$ cat src/rtl/ibr_pkg.sv
package ibr_pkg;

  localparam int unsigned DEF_DATA_W = 8;
  localparam int unsigned DEF_CNT_W  = 8;
  localparam int unsigned DEF_SYNC   = 2;

  // what the transmit slot does at the next edge
  typedef enum logic [1:0] {
    TX_HOLD,
    TX_LOAD,
    TX_SENT,
    TX_FLUSH
  } tx_act_e;

  // what the receive slot does at the next edge
  typedef enum logic [1:0] {
    RX_HOLD,
    RX_LOAD,
    RX_DRAIN,
    RX_FLUSH
  } rx_act_e;

endpackage

$ cat src/rtl/ibr_rst_sync.sv
module ibr_rst_sync #(
  parameter int unsigned STAGES = 2
) (
  input  logic clk,
  input  logic rst_n_in,
  output logic rst_n_out
);

  localparam int unsigned NST = (STAGES < 2) ? 2 : STAGES;

  logic [NST-1:0] sync_q;

  always_ff @(posedge clk or negedge rst_n_in) begin
    if (!rst_n_in) begin
      sync_q <= '0;
    end else begin
      sync_q <= {sync_q[NST-2:0], 1'b1};
    end
  end

  assign rst_n_out = sync_q[NST-1];

endmodule

$ cat src/rtl/ibr_tx_slot.sv
module ibr_tx_slot
  import ibr_pkg::*;
#(
  parameter int unsigned DATA_W = DEF_DATA_W
) (
  input  logic              clk,
  input  logic              rst_n,
  input  logic              wr_en,
  input  logic [DATA_W-1:0] wr_data,
  input  logic              cnt_nz,
  input  logic              clr_buf,
  input  logic              clr_err,
  input  logic              shf_ready,
  output logic              shf_valid,
  output logic [DATA_W-1:0] shf_data,
  output logic              empty,
  output logic              flag,
  output logic              err
);

  tx_act_e           act;
  logic              empty_q, empty_d;
  logic              flag_q, flag_d;
  logic              err_q, err_d;
  logic [DATA_W-1:0] data_q;
  logic              data_en;
  logic              wr_ok, wr_bad, handoff;

  assign shf_valid = !empty_q && !err_q;
  assign handoff   = shf_valid && shf_ready;
  assign wr_ok     = wr_en && empty_q && !err_q && !clr_buf;
  assign wr_bad    = wr_en && !empty_q && !clr_buf;

  always_comb begin
    if (clr_buf)      act = TX_FLUSH;
    else if (handoff) act = TX_SENT;
    else if (wr_ok)   act = TX_LOAD;
    else              act = TX_HOLD;
  end

  always_comb begin
    empty_d = empty_q;
    data_en = 1'b0;
    unique case (act)
      TX_FLUSH: empty_d = 1'b1;
      TX_SENT:  empty_d = 1'b1;
      TX_LOAD: begin
        empty_d = 1'b0;
        data_en = 1'b1;
      end
      default:  empty_d = empty_q;
    endcase
    flag_d = empty_d && cnt_nz && !clr_buf;
    if (wr_bad)       err_d = 1'b1;
    else if (clr_err) err_d = 1'b0;
    else              err_d = err_q;
  end

  always_ff @(posedge clk or negedge rst_n) begin
    if (!rst_n) begin
      empty_q <= 1'b1;
      flag_q  <= 1'b0;
      err_q   <= 1'b0;
    end else begin
      empty_q <= empty_d;
      flag_q  <= flag_d;
      err_q   <= err_d;
    end
  end

  always_ff @(posedge clk or negedge rst_n) begin
    if (!rst_n) begin
      data_q <= '0;
    end else if (data_en) begin
      data_q <= wr_data;
    end
  end

  assign shf_data = data_q;
  assign empty    = empty_q;
  assign flag     = flag_q;
  assign err      = err_q;

  AST_TX_ACCEPT: assert property (@(posedge clk) disable iff (!rst_n)
    wr_en && empty && !err && !clr_buf |=> !empty && !flag && shf_data == $past(wr_data));
  AST_TX_DROP: assert property (@(posedge clk) disable iff (!rst_n)
    wr_en && !empty && !clr_buf |=> err && $stable(shf_data));
  AST_TX_HANDOFF: assert property (@(posedge clk) disable iff (!rst_n)
    shf_valid && shf_ready |=> empty);
  AST_TX_ERR_HOLD: assert property (@(posedge clk) disable iff (!rst_n)
    err && !clr_err |=> err);
  AST_TX_ERR_FREEZE: assert property (@(posedge clk) disable iff (!rst_n)
    err |-> !shf_valid);

endmodule

$ cat src/rtl/ibr_rx_slot.sv
module ibr_rx_slot
  import ibr_pkg::*;
#(
  parameter int unsigned DATA_W = DEF_DATA_W
) (
  input  logic              clk,
  input  logic              rst_n,
  input  logic              shf_valid,
  input  logic [DATA_W-1:0] shf_data,
  input  logic              rd_en,
  input  logic              clr_buf,
  input  logic              clr_err,
  output logic [DATA_W-1:0] rd_data,
  output logic              full,
  output logic              flag,
  output logic              err,
  output logic              nack
);

  rx_act_e           act;
  logic              full_q, full_d;
  logic              flag_q, flag_d;
  logic              err_q, err_d;
  logic              nack_q, nack_d;
  logic [DATA_W-1:0] data_q;
  logic              data_en;
  logic              store, rd_good, rd_bad;

  assign store   = shf_valid && !err_q && !clr_buf;
  assign rd_good = rd_en && full_q && !err_q && !clr_buf;
  assign rd_bad  = rd_en && !full_q && !err_q;

  always_comb begin
    if (clr_buf)      act = RX_FLUSH;
    else if (store)   act = RX_LOAD;
    else if (rd_good) act = RX_DRAIN;
    else              act = RX_HOLD;
  end

  always_comb begin
    full_d  = full_q;
    flag_d  = flag_q;
    data_en = 1'b0;
    unique case (act)
      RX_FLUSH: begin
        full_d = 1'b0;
        flag_d = 1'b0;
      end
      RX_LOAD: begin
        full_d  = 1'b1;
        flag_d  = 1'b1;
        data_en = 1'b1;
      end
      RX_DRAIN: begin
        full_d = 1'b0;
        flag_d = 1'b0;
      end
      default: begin
        full_d = full_q;
        flag_d = flag_q;
      end
    endcase
    if (rd_bad)       err_d = 1'b1;
    else if (clr_err) err_d = 1'b0;
    else              err_d = err_q;
    nack_d = rd_bad;
  end

  always_ff @(posedge clk or negedge rst_n) begin
    if (!rst_n) begin
      full_q <= 1'b0;
      flag_q <= 1'b0;
      err_q  <= 1'b0;
      nack_q <= 1'b0;
    end else begin
      full_q <= full_d;
      flag_q <= flag_d;
      err_q  <= err_d;
      nack_q <= nack_d;
    end
  end

  always_ff @(posedge clk or negedge rst_n) begin
    if (!rst_n) begin
      data_q <= '0;
    end else if (data_en) begin
      data_q <= shf_data;
    end
  end

  assign rd_data = data_q;
  assign full    = full_q;
  assign flag    = flag_q;
  assign err     = err_q;
  assign nack    = nack_q;

  AST_RX_STORE: assert property (@(posedge clk) disable iff (!rst_n)
    shf_valid && !err && !clr_buf |=> full && flag && rd_data == $past(shf_data));
  AST_RX_DRAIN: assert property (@(posedge clk) disable iff (!rst_n)
    rd_en && full && !err && !shf_valid && !clr_buf |=> !full && !flag);
  AST_RX_BAD_READ: assert property (@(posedge clk) disable iff (!rst_n)
    rd_en && !full && !err |=> nack && err);
  AST_RX_ERR_HOLD: assert property (@(posedge clk) disable iff (!rst_n)
    err && !clr_err |=> err && $stable(rd_data));

endmodule

$ cat src/rtl/i2c_buf_regs.sv
module i2c_buf_regs
  import ibr_pkg::*;
#(
  parameter int unsigned DATA_W = DEF_DATA_W,
  parameter int unsigned CNT_W  = DEF_CNT_W,
  parameter int unsigned SYNC_N = DEF_SYNC
) (
  input  logic              clk,
  input  logic              rst_n,
  input  logic              host_wr,
  input  logic [DATA_W-1:0] host_wdata,
  input  logic              host_rd,
  output logic [DATA_W-1:0] host_rdata,
  input  logic [CNT_W-1:0]  byte_count,
  input  logic              tx_ie,
  input  logic              rx_ie,
  input  logic              clr_bufs,
  input  logic              clr_tx_err,
  input  logic              clr_rx_err,
  output logic              txs_valid,
  output logic [DATA_W-1:0] txs_data,
  input  logic              txs_ready,
  input  logic              rxs_valid,
  input  logic [DATA_W-1:0] rxs_data,
  output logic              tx_empty,
  output logic              tx_flag,
  output logic              tx_wr_err,
  output logic              rx_full,
  output logic              rx_flag,
  output logic              rx_rd_err,
  output logic              nack_req,
  output logic              irq
);

  logic rst_n_s;
  logic cnt_nz;

  ibr_rst_sync #(.STAGES(SYNC_N)) u_rst (
    .clk       (clk),
    .rst_n_in  (rst_n),
    .rst_n_out (rst_n_s)
  );

  assign cnt_nz = |byte_count;

  ibr_tx_slot #(.DATA_W(DATA_W)) u_tx (
    .clk       (clk),
    .rst_n     (rst_n_s),
    .wr_en     (host_wr),
    .wr_data   (host_wdata),
    .cnt_nz    (cnt_nz),
    .clr_buf   (clr_bufs),
    .clr_err   (clr_tx_err),
    .shf_ready (txs_ready),
    .shf_valid (txs_valid),
    .shf_data  (txs_data),
    .empty     (tx_empty),
    .flag      (tx_flag),
    .err       (tx_wr_err)
  );

  ibr_rx_slot #(.DATA_W(DATA_W)) u_rx (
    .clk       (clk),
    .rst_n     (rst_n_s),
    .shf_valid (rxs_valid),
    .shf_data  (rxs_data),
    .rd_en     (host_rd),
    .clr_buf   (clr_bufs),
    .clr_err   (clr_rx_err),
    .rd_data   (host_rdata),
    .full      (rx_full),
    .flag      (rx_flag),
    .err       (rx_rd_err),
    .nack      (nack_req)
  );

  assign irq = (tx_flag && tx_ie) || (rx_flag && rx_ie);

  AST_CLEAR_ALL: assert property (@(posedge clk) disable iff (!rst_n_s)
    clr_bufs |=> tx_empty && !rx_full && !tx_flag && !rx_flag);
  AST_IRQ_MASKED: assert property (@(posedge clk) disable iff (!rst_n_s)
    !tx_ie && !rx_ie |-> !irq);
  AST_TXFLAG_NEEDS_CNT: assert property (@(posedge clk) disable iff (!rst_n_s)
    !cnt_nz |=> !tx_flag);

endmodule

$ cat config.mk
export PLATFORM = sky130hd
export DESIGN_NAME = i2c_buf_regs
export DESIGN_NICKNAME = d
export VERILOG_FILES = /design/src/rtl/ibr_pkg.sv /design/src/rtl/ibr_rst_sync.sv /design/src/rtl/ibr_tx_slot.sv /design/src/rtl/ibr_rx_slot.sv /design/src/rtl/i2c_buf_regs.sv
export SDC_FILE = /design/constraint.sdc
export NUM_CORES = 1
export LEC_CHECK = 0
export BUFFER_PORTS_ARGS = -buffer_cell sky130_fd_sc_hd__buf_2
export CORE_MARGIN = 5
export CORE_UTILIZATION = 29
export DETAILED_ROUTE_END_ITERATION = 10
export PLACE_DENSITY = 0.71
export SLEW_MARGIN = 20
export SYNTH_ARGS = -nofsm -noshare
export SYNTH_HDL_FRONTEND = slang
export SYNTH_SLANG_ARGS = --single-unit
$ cat constraint.sdc
create_clock -name clk -period 1 [get_ports clk]
set_clock_uncertainty 0.15 [all_clocks]
set_input_delay 0.1 -clock clk [delete_from_list [all_inputs] [get_ports clk]]
set_output_delay 0.1 -clock clk [all_outputs]
set_load 0.01 [all_outputs]
==> impl_results.md, run 1 <==
* Maximum vdd drop at 0.845 mV
* Req. time, crit path at between 1 and 1.5 ns
* Die extent in x at between 60 and 70 um
* Area leader, netlist: dfrtp_1
* Starting Density at 30.5%
* Area after DPL at 1410 um^2
* CTS buffer count at 3
* Final setup violation count at 47
* Most frequent cell after synthesis: dfrtp_1
* Largest net degree at the start of global routing at 15
* Vias in the first global route at approximately 1100
* Final HPWL DP at roughly 1900 um
* Hold_ws at -0.0273 ns
* # IOs at 60
* Post-synthesis instance area at slightly above 900 um^2
* Synth top area share at a little over 60%
* Final ANT Viol Nets at 0
* Distinct cells, synth at 19
* Worst-path maximum fanout at 8
* Synth Flop Type: dfrtp_1
* Top cells by area, synth: dfrtp_1, mux2_2, dfstp_2
* Drc violations at 0
* Final instance count without filler cells at 220
* Die Ht at 66.6 um
* WL per Instance at roughly 14 um
* Post-Syn Instances at between 60 and 70
* Clock tree from TritonCTS: yes
* Fin worst setup slack at -0.504 ns
* CTS H-tree lvls at 1
* Peak Freq at around 0.66 GHz
* Mapped Nets at 96
* Reg2Reg Capture Point: u_tx.shf_data[0]$_DFFE_PN0N_
* Power Dens Cells at 1670 nW/um^2
* CTS clk-pin slew, worst paths at roughly 0.12 ns
* Root buf cell: clkbuf_4
* Share of layout cells above drive strength 1 at 70.5%
* Routability cong. at between 0.6 and 0.7
* Crit path time final at ~1.5 ns
* Rel. slew slack at about 66%
* CP Launch Point: u_tx.empty$_DFF_PN1_
* Max-Cap Viols at 0
* Hold Vio Cnt, Final at 2
* Leakage at 1.01 nW
* CP Class: flip-flop to flip-flop
* Mean area per synthesized cell at around 15 um^2
* Hold-fix buffers, CTS at 23
* Top post-synthesis cells by count: dfrtp_1, mux2_2, inv_1, nor2_1, nor4_1
* Cell Count Post-Placement at approximately 170
* First-pass GRT wire length at about 4700 um
* Worst slew pin tran at between 0.5 and 0.6 ns
* CTS Buffer Depth at 2
* Worst reg2reg setup slack at -0.50 ns
* Row count at 20
* CP arrival at ~1.6 ns
* Final Cycle Share at 150%
* DIE AREA at around 4400 um^2
* Clk Latency, worst-skew pair at a little over 0.3 ns
* Synth Register Bits at 24
* Pins Over Slew Limit at 0
* CP Launch Type: flip-flop
* Post-synthesis sequential area ratio at between 60 and 70%
* Status: finished with violations
* Post-synth EDFFs at 0
* Area growth, synth to finish at 117%
* N_diodes at 0
* Design Area, Final at just over 2000 um^2
* Unrepaired setup endpoints after global routing: true
* Hold WC Path Type: primary input to flip-flop
* Post-DR vias/cell at approximately 4.4
* Total track usage at approximately 14%
* Via count at a little under 1000
* Overall Power at 0.00337 W
* Asr flop ratio synth at between 90% and 100%
* Failing checks: hold timing, setup timing
* Depth of the most critical reg-to-reg path at 3
* Number of fill cells at ~250
* Wirelength, routed at just over 3000 um
* Reg2reg start: u_tx.empty$_DFF_PN1_
* Grt ovf at 0
* First drt pass iteration count at 3
* Std-Cell Core Area at 3050 um^2
* CTS Sinks at 24
* Initial antenna violation count at 0
* Worst setup EP type: flip-flop
* Final nets at 212
* Number of synthesis warnings at 0
* Initial DRC Count at 15
* IO Port Bufs at 59
* CP endpoint: u_tx.shf_data[0]$_DFFE_PN0N_
## cells in the final DEF (no fill, tap or decap), types with 2 or more instances in the layout
master / Yosys / final
inv_1: 3 / 2
buf_2: 0 / 51
nor2_1: 3 / 2
buf_6: 0 / 16
clkbuf_4: 0 / 3
dlygate4sd3_1: 0 / 23
nor4_1: 2 / 2
mux2_4: 0 / 16
buf_4: 1 / 21
dfrtp_2: 0 / 3
dfrtp_1: 23 / 20
## flip-flops by register name (all words and copies together) (netlist names)
name / flops
u_rx.nack: 1
u_tx.err: 1
u_tx.empty: 1
u_rx.err: 1
u_rst.sync_q: 2
u_rx.full: 1
u_tx.flag: 1
u_tx.shf_data: 8
u_rx.rd_data: 8
## layer usage
| metal | global-route usage [%] | vias to the layer above | wire length [um] |
|---|---|---|---|
| li1 | - | 452 | - |
| met1 | 14.8 | 473 | 1110 |
| met2 | 27.2 | 32 | 1790 |
| met3 | 3.54 | 4 | 179 |
| met4 | 3.81 | 0 | 26 |
| met5 | 0 | - | 0 |
## what timing repair did
| item | in CTS | in global routing |
|---|---|---|
| endpoints found under the setup margin | 47 | 47 |
| hold endpoints to repair | 24 | 3 |
| pin swaps | 6 | 0 |
| buffers inserted | 11 | 9 |
| gates resized for setup | 30 | 9 |
## worst max-delay path, stage by stage, from the launching register on
cell and delay [ns]:
dfstp_2 0.55, nor4b_4 0.21, buf_6 0.19, mux2_4 0.30
## stage by stage
step                      TNS, ns  setup WS, ns  utilization [%]
after floorplan             -9.33        -0.624                -
after global placement      -7.56        -0.479             46.3
after detailed placement    -7.92        -0.508             46.3
after CTS                  -12.42        -0.503             62.6
after global routing       -13.96        -0.554             66.1
final                      -11.80        -0.504             66.1
## area by class of cell
type                    count  area [um^2]  share of cell area, %
repair buffers            112          843                   41.8
inverters                   3         13.8                  0.682
flip-flops and latches     24          606                   30.0
clock inverters             1         30.0                   1.49
multi-input cells          33          448                   22.2
well taps                  44         55.1                   2.73
clock buffers               3         22.5                   1.12
## power by group
part	internal [W]	switching, W	leakage [nW]
Combinational	0.000887	0.000479	0.700
Sequential	0.00118	0.000128	0.282
Clock	0.000405	0.000286	0.0279
## logic make-up after synthesis
logic type,share of synthesized area (%)
mux,19.4
buf+inv,2.02
compound gates,5.65
flops,64.7
simple gates,7.81
other cells,0.403
## worst min-delay path by stage
stage	startpoint	endpoint	slack, ns	cells past startpoint
after floorplan	rst_n	u_rst.sync_q[0]$_DFF_PN0_	-0.35	0
after global placement	rst_n	u_rst.sync_q[0]$_DFF_PN0_	-0.26	1
after detailed placement	rst_n	u_rst.sync_q[0]$_DFF_PN0_	-0.26	1
after CTS	clr_bufs	u_tx.err$_DFFE_PN0P_	-0.04	2
after global routing	clr_bufs	u_tx.err$_DFFE_PN0P_	-0.03	2
final	clr_bufs	u_tx.err$_DFFE_PN0P_	-0.03	2
Power figures use the tool's default switching activity.
==> run 2: changes to the inputs <==
RECOVER_POWER = 25   (was default)
==> run 2 against run 1 <==
Effect of this change:
- the flow still finishes with violations (hold timing, setup timing)
- sequential power about the same
- worst setup slack improved by 0.0018 ns
- register-to-register slack is essentially flat
- die area unchanged
- hold slack got worse by 0.0012 ns
- cell count unchanged
- clock power about the same
- critical path depth unchanged
==> impl_results.md, run 2 (synthesized netlist as in run 1, its figures left out) <==
* Status: finished with violations (unchanged)
* CTS H-tree lvls at 1 (unchanged)
* Worst min-delay path startpoint: clr_bufs (unchanged)
* # IOs at 60 (unchanged)
* Hold-fix buffers, CTS at 23 (unchanged)
* Final nets at 212 (unchanged)
* First drt pass iteration count at 3 (unchanged)
* Wirelength, routed at 3100 um (was 3110 um)
* Worst reg2reg setup slack at -0.50 ns (about the same)
* Via count at 958 (was 961)
* Initial antenna violation count at 0 (unchanged)
* Setup tns final at -11.78 ns (was -11.80 ns)
* Initial DRC Count at 15 (unchanged)
* Pre-CTS setup slack at -0.508 ns (unchanged)
* First-pass GRT wire length at 4710 um (unchanged)
* Std-Cell Core Area at 3050 um^2 (unchanged)
* CTS Sinks at 24 (unchanged)
* Max-Cap Viols at 0 (unchanged)
* Worst-path maximum fanout at 8 (unchanged)
* CP Launch Type: flip-flop (unchanged)
* Routability cong. at 0.650 (unchanged)
* Die Ht at 66.6 um (unchanged)
* Root buf cell: clkbuf_4 (unchanged)
* Pins Over Slew Limit at 0 (unchanged)
* CTS buffer count at 3 (unchanged)
* CP arrival at 1.56 ns (about the same)
* Reg2reg start: u_tx.empty$_DFF_PN1_ (unchanged)
* Hold Vio Cnt, Final at 2 (unchanged)
* Final ANT Viol Nets at 0 (unchanged)
* Switching Fraction at 26.6% (about the same)
* Leakage at 1.01 nW (about the same)
* Row count at 20 (unchanged)
* Clk Latency, worst-skew pair at 0.31 ns (about the same)
* Hold_ws at -0.0286 ns (was -0.0273 ns)
* Top layer in use: met4 (unchanged)
* Net Switching at 0.000894 W (about the same)
* Hold WC Path Type: primary input to flip-flop (unchanged)
* Grt ovf at 0 (unchanged)
* Cell Count Post-Placement at 174 (unchanged)
* Met2 WL at 1790 um (about the same)
* Routed wl met3 at 179 um (unchanged)
* Final Cycle Share at 150% (about the same)
* Unrepaired setup endpoints after global routing: true (unchanged)
* DIE AREA at 4440 um^2 (unchanged)
* Most frequent cells in the layout: buf_2, dlygate4sd3_1, buf_4, dfrtp_1 (unchanged)
* Req. time, crit path at 1.05 ns (about the same)
* IO Port Bufs at 59 (unchanged)
* Peak Freq at 0.666 GHz (was 0.665 GHz)
* Worst slew pin tran at 0.501 ns (unchanged)
* Failing checks: hold timing, setup timing (unchanged)
* Worst Hold Path Cells at 2 (unchanged)
* WL per Instance at 14.1 um (about the same)
* Sum of routed wire segments on met1 at 1110 um (about the same)
* Final HPWL DP at 1860 um (unchanged)
* CP Class: flip-flop to flip-flop (unchanged)
* Depth of the most critical reg-to-reg path at 3 (unchanged)
* Reg2Reg Capture Point: u_tx.shf_data[0]$_DFFE_PN0N_ (unchanged)
* Die extent in x at 66.6 um (unchanged)
* Clock tree from TritonCTS: yes (unchanged)
* Post-DR vias/cell at 4.35 (was 4.37)
* Total track usage at 14.1% (unchanged)
* Reg power frac at 38.9% (about the same)
* Fin worst setup slack at -0.502 ns (was -0.504 ns)
* Worst setup EP type: flip-flop (unchanged)
* Power Dens Cells at 1670 nW/um^2 (about the same)
* Starting Density at 30.5% (unchanged)
* CTS clk-pin slew, worst paths at 0.12 ns (about the same)
* Hold path endpoint: u_tx.err$_DFFE_PN0P_ (unchanged)
* Vias in the first global route at 1067 (unchanged)
* CTS Buffer Depth at 2 (unchanged)
* Drc violations at 0 (unchanged)
* Share of layout cells above drive strength 1 at 70.5% (unchanged)
* Area growth, synth to finish at 117% (about the same)
* Cell Int Power at 0.00247 W (about the same)
* Comb pwr share at 40.6% (about the same)
* Final instance count without filler cells at 220 (unchanged)
* Rel. slew slack at 66.3% (unchanged)
* Largest net degree at the start of global routing at 15 (unchanged)
* N_diodes at 0 (unchanged)
* Clock share of power at 20.5% (about the same)
* Most common cell after layout, fill and taps aside: buf_2 (unchanged)
* Crit path time final at 1.50 ns (about the same)
* Final setup violation count at 47 (unchanged)
* Maximum vdd drop at 0.845 mV (about the same)
run 2: changes by cell type in the layout (fill, tap and decap cells not counted), sizes merged:
cell,change
buf,-1
clkbuf,+1
run 2: how the worst max path moves through the flow:
stage / from / to / slack (ns) / depth (start not counted)
final: u_tx.empty$_DFF_PN1_ / u_tx.shf_data[0]$_DFFE_PN0N_ / -0.50 / 3
after global routing: u_tx.empty$_DFF_PN1_ / u_tx.shf_data[7]$_DFFE_PN0N_ / -0.55 / 3
after CTS: u_tx.empty$_DFF_PN1_ / u_tx.shf_data[1]$_DFFE_PN0N_ / -0.50 / 3
after detailed placement: u_tx.empty$_DFF_PN1_ / u_tx.shf_data[1]$_DFFE_PN0N_ / -0.51 / 3
after global placement: u_tx.empty$_DFF_PN1_ / u_tx.shf_data[6]$_DFFE_PN0N_ / -0.48 / 3
after floorplan: u_tx.empty$_DFF_PN1_ / u_tx.shf_data[0]$_DFFE_PN0N_ / -0.62 / 2
run 2: worst max-delay path: stages (launching register included):
cell,delay (ns)
dfstp_2,0.55
nor4b_4,0.21
buf_6,0.19
mux2_4,0.30
run 2: layer usage:
metal	up-vias	GRT usage [%]
li1	452	-
met1	470	14.8
met2	32	27.2
met3	4	3.54
met4	0	3.81
met5	-	0
run 2: power by group through the flow:
stage,clock network [W],registers [W],logic [W]
after CTS,0.000702,0.00130,0.00118
after floorplan,0,0.00142,0.000318
after global placement,0,0.00130,0.000822
after detailed placement,0,0.00131,0.000840
final,0.000691,0.00131,0.00137
after global routing,0.000746,0.00134,0.00147
run 2: cell type report:
cell class	count	area, um^2
fill	251	1040
timing repair buffer	112	841
sequential	24	606
multi-input combinational	33	448
tap	44	55.1
clock inverter	1	30.0
clock buffer	3	22.5
inverter	3	13.8
run 2: timing repair:
action,CTS,global route
gates resized for setup,30,9
gates cloned,0,0
endpoints found under the setup margin,47,47
pin swaps,6,0
hold endpoints to repair,24,3
setup buffers,11,9
run 2: stage by stage:
step | util [%] | power [W] | hold slack [ns] | cell area, um^2
2_1_floorplan | - | 0.00174 | -0.346 | 976
3_3_place_gp | 46.3 | 0.00212 | -0.262 | 1410
3_5_place_dp | 46.3 | 0.00215 | -0.259 | 1410
4_1_cts | 62.6 | 0.00318 | -0.0437 | 1910
5_1_grt | 66.0 | 0.00355 | -0.0343 | 2020
6_report | 66.0 | 0.00336 | -0.0286 | 2020
==> run 3: changes to the inputs <==
--- a/config.mk
+++ b/config.mk
@@ -7,8 +7,10 @@
 export LEC_CHECK = 0
 export BUFFER_PORTS_ARGS = -buffer_cell sky130_fd_sc_hd__buf_2
+export CELL_PAD_IN_SITES_DETAIL_PLACEMENT = 1
+export CELL_PAD_IN_SITES_GLOBAL_PLACEMENT = 1
 export CORE_MARGIN = 5
 export CORE_UTILIZATION = 29
 export DETAILED_ROUTE_END_ITERATION = 10
-export PLACE_DENSITY = 0.71
+export PLACE_DENSITY = 0.86
 export RECOVER_POWER = 25
 export SLEW_MARGIN = 20
==> constraint.sdc (replaced) <==
create_clock -name clk -period 1 [get_ports clk]
set_clock_uncertainty 0.15 [all_clocks]
set_input_delay 0.05 -clock clk [delete_from_list [all_inputs] [get_ports clk]]
set_output_delay 0.05 -clock clk [all_outputs]
set_load 0.01 [all_outputs]
==> run 3 against run 2 <==
Effect of this change:
- the run still ends with hold timing, setup timing left
- hold slack worse by 0.0043 ns
- combinational power about the same
- critical path depth unchanged
- clock power down 25%
- worst setup slack worse by 0.092 ns
- sequential share of layout area up 0.62 points
- critical path type unchanged
- largest cell class unchanged
==> impl_results.md, run 3 (synthesized netlist as in run 1, its figures left out) <==
* Peak Freq at 0.627 GHz (was 0.666 GHz)
* Fin worst setup slack at -0.595 ns (was -0.502 ns)
* Depth of the most critical reg-to-reg path at 3 (unchanged)
* Final ANT Viol Nets at 0 (unchanged)
* Die Ht at 66.6 um (unchanged)
* CTS clk-pin slew, worst paths at 0.15 ns (was 0.12 ns)
* # IOs at 60 (unchanged)
* CP Launch Type: flip-flop (unchanged)
* Clock tree from TritonCTS: yes (unchanged)
* Routability cong. at 0.725 (was 0.650)
* Root buf cell: clkbuf_4 (unchanged)
* Req. time, crit path at 1.05 ns (about the same)
* Final core utilization at 64.5% (was 66.0%)
* Worst setup EP type: flip-flop (unchanged)
* Initial DRC Count at 48 (was 15)
* Total track usage at 19.5% (was 14.1%)
* Grt ovf at 0 (unchanged)
* Drc violations at 0 (unchanged)
* First-pass GRT wire length at 6110 um (was 4710 um)
* Worst-path maximum fanout at 8 (unchanged)
* Hold Vio Cnt, Final at 3 (was 2)
* Final Cycle Share at 159% (was 150%)
* Max-Cap Viols at 0 (unchanged)
* CTS Buffer Depth at 2 (unchanged)
* Vias in the first global route at 1155 (was 1067)
* Final nets at 208 (was 212)
* Wirelength, routed at 4090 um (was 3100 um)
* Most frequent cells in the layout: buf_2, dlygate4sd3_1, dfrtp_1, buf_4, mux2_4 (was buf_2, dlygate4sd3_1, buf_4, dfrtp_1)
* Maximum vdd drop at 0.992 mV (was 0.845 mV)
* WL per Instance at 18.9 um (was 14.1 um)
* Worst Hold Path Cells at 3 (was 2)
* Hold-fix buffers, CTS at 23 (unchanged)
* Via count at 969 (was 958)
* Largest net degree at the start of global routing at 14 (was 15)
* Area growth, synth to finish at 112% (was 117%)
* Clk Latency, worst-skew pair at 0.32 ns (was 0.31 ns)
* CTS Sinks at 24 (unchanged)
* IO Port Bufs at 59 (unchanged)
* Leakage at 0.990 nW (was 1.01 nW)
* Unrepaired setup endpoints after global routing: true (unchanged)
* DIE AREA at 4440 um^2 (unchanged)
* Status: finished with violations (unchanged)
* N_diodes at 0 (unchanged)
* Hold WC Path Type: primary input to flip-flop (unchanged)
* Final HPWL DP at 2310 um (was 1860 um)
* Pins Over Slew Limit at 0 (unchanged)
* Post-DR vias/cell at 4.49 (was 4.35)
* Failing checks: hold timing, setup timing (unchanged)
* Initial antenna violation count at 0 (unchanged)
* Die extent in x at 66.6 um (unchanged)
* CP arrival at 1.64 ns (was 1.56 ns)
* Hold_ws at -0.0329 ns (was -0.0286 ns)
* Most common cell after layout, fill and taps aside: buf_2 (unchanged)
* Power Dens Cells at 1640 nW/um^2 (was 1670 nW/um^2)
* Row count at 20 (unchanged)
* CTS H-tree lvls at 1 (unchanged)
* Share of layout cells above drive strength 1 at 69.8% (was 70.5%)
* Final setup violation count at 47 (unchanged)
* Std-Cell Core Area at 3050 um^2 (unchanged)
* Crit path time final at 1.59 ns (was 1.50 ns)
* Starting Density at 30.5% (unchanged)
* First drt pass iteration count at 4 (was 3)
* CP Class: flip-flop to flip-flop (unchanged)
* CTS buffer count at 3 (unchanged)
==> run 3: changes by cell type in the layout (fill, tap and decap cells not counted) <==
cell,delta
buf_12,+1
buf_4,-2
buf_6,-3
bufinv_16,-1
clkbuf_8,+1
dfrtp_1,+1
dfrtp_2,-1
dlygate4sd3_1,-1
dlymetal6s4s_1,+1
nor2_2,+1
nor2_4,-1
o21bai_1,-1
o21bai_2,+1
==> run 3: final timing paths <==
| check | startpoint | end | slack, ns |
|---|---|---|---|
| setup / recovery | u_tx.empty$_DFF_PN1_ | u_tx.shf_data[7]$_DFFE_PN0N_ | -0.59 |
| hold / removal | txs_ready | u_tx.flag$_DFF_PN0_ | -0.03 |
| setup reg to reg | u_tx.empty$_DFF_PN1_ | u_tx.shf_data[7]$_DFFE_PN0N_ | -0.59 |
| hold reg to reg | u_rst.sync_q[1]$_DFF_PN0_ | u_rx.nack$_DFF_PN0_ | 0.09 |
| max in group asynchronous | rst_n | u_rst.sync_q[0]$_DFF_PN0_ | 0.15 |
| min in group asynchronous | u_rst.sync_q[1]$_DFF_PN0_ | u_rx.nack$_DFF_PN0_ | 0.09 |
==> run 3: cell type report <==
cell class	instances	area (um^2)
clock buffers	4	36.3
repair buffers	108	815
well taps	44	55.1
inverters	3	13.8
flip-flops and latches	24	604
multi-input cells	33	447
fillers	326	1080
==> run 3: report_power, final <==
part	switching, W	internal, W
registers	0.000141	0.00118
logic	0.000526	0.000866
clock network	0.000295	0.000222
==> run 3: repair_timing <==
action	in CTS	in global routing
setup buffers	13	4
resized for setup	28	10
pin swaps	4	3
hold endpoints to repair	24	3
endpoints found under the setup margin	47	47
==> run 3: stage by stage <==
step | setup TNS (ns) | power (W) | instances | setup WS [ns] | cell area, um^2
3_3_place_gp | -7.50 | 0.00212 | 174 | -0.480 | 1430
3_5_place_dp | -8.47 | 0.00218 | 174 | -0.548 | 1430
5_1_grt | -13.41 | 0.00338 | 216 | -0.632 | 1970
2_1_floorplan | -9.33 | 0.00174 | 61 | -0.624 | 976
4_1_cts | -11.67 | 0.00307 | 214 | -0.550 | 1920
6_report | -11.56 | 0.00323 | 216 | -0.595 | 1970
==> run 3: per-layer routing <==
layer | track usage, % | up-vias | wire length (um)
li1 | - | 443 | -
met2 | 41.7 | 30 | 2480
met5 | 0 | - | 0
met4 | 7.87 | 0 | 83
met1 | 17.6 | 490 | 1410
met3 | 2.19 | 6 | 118
==> run 3: critical path, stage by stage (launching register included) <==
cell	delay, ns
dfstp_2	0.57
nor4b_4	0.24
buf_6	0.21
mux2_4	0.31
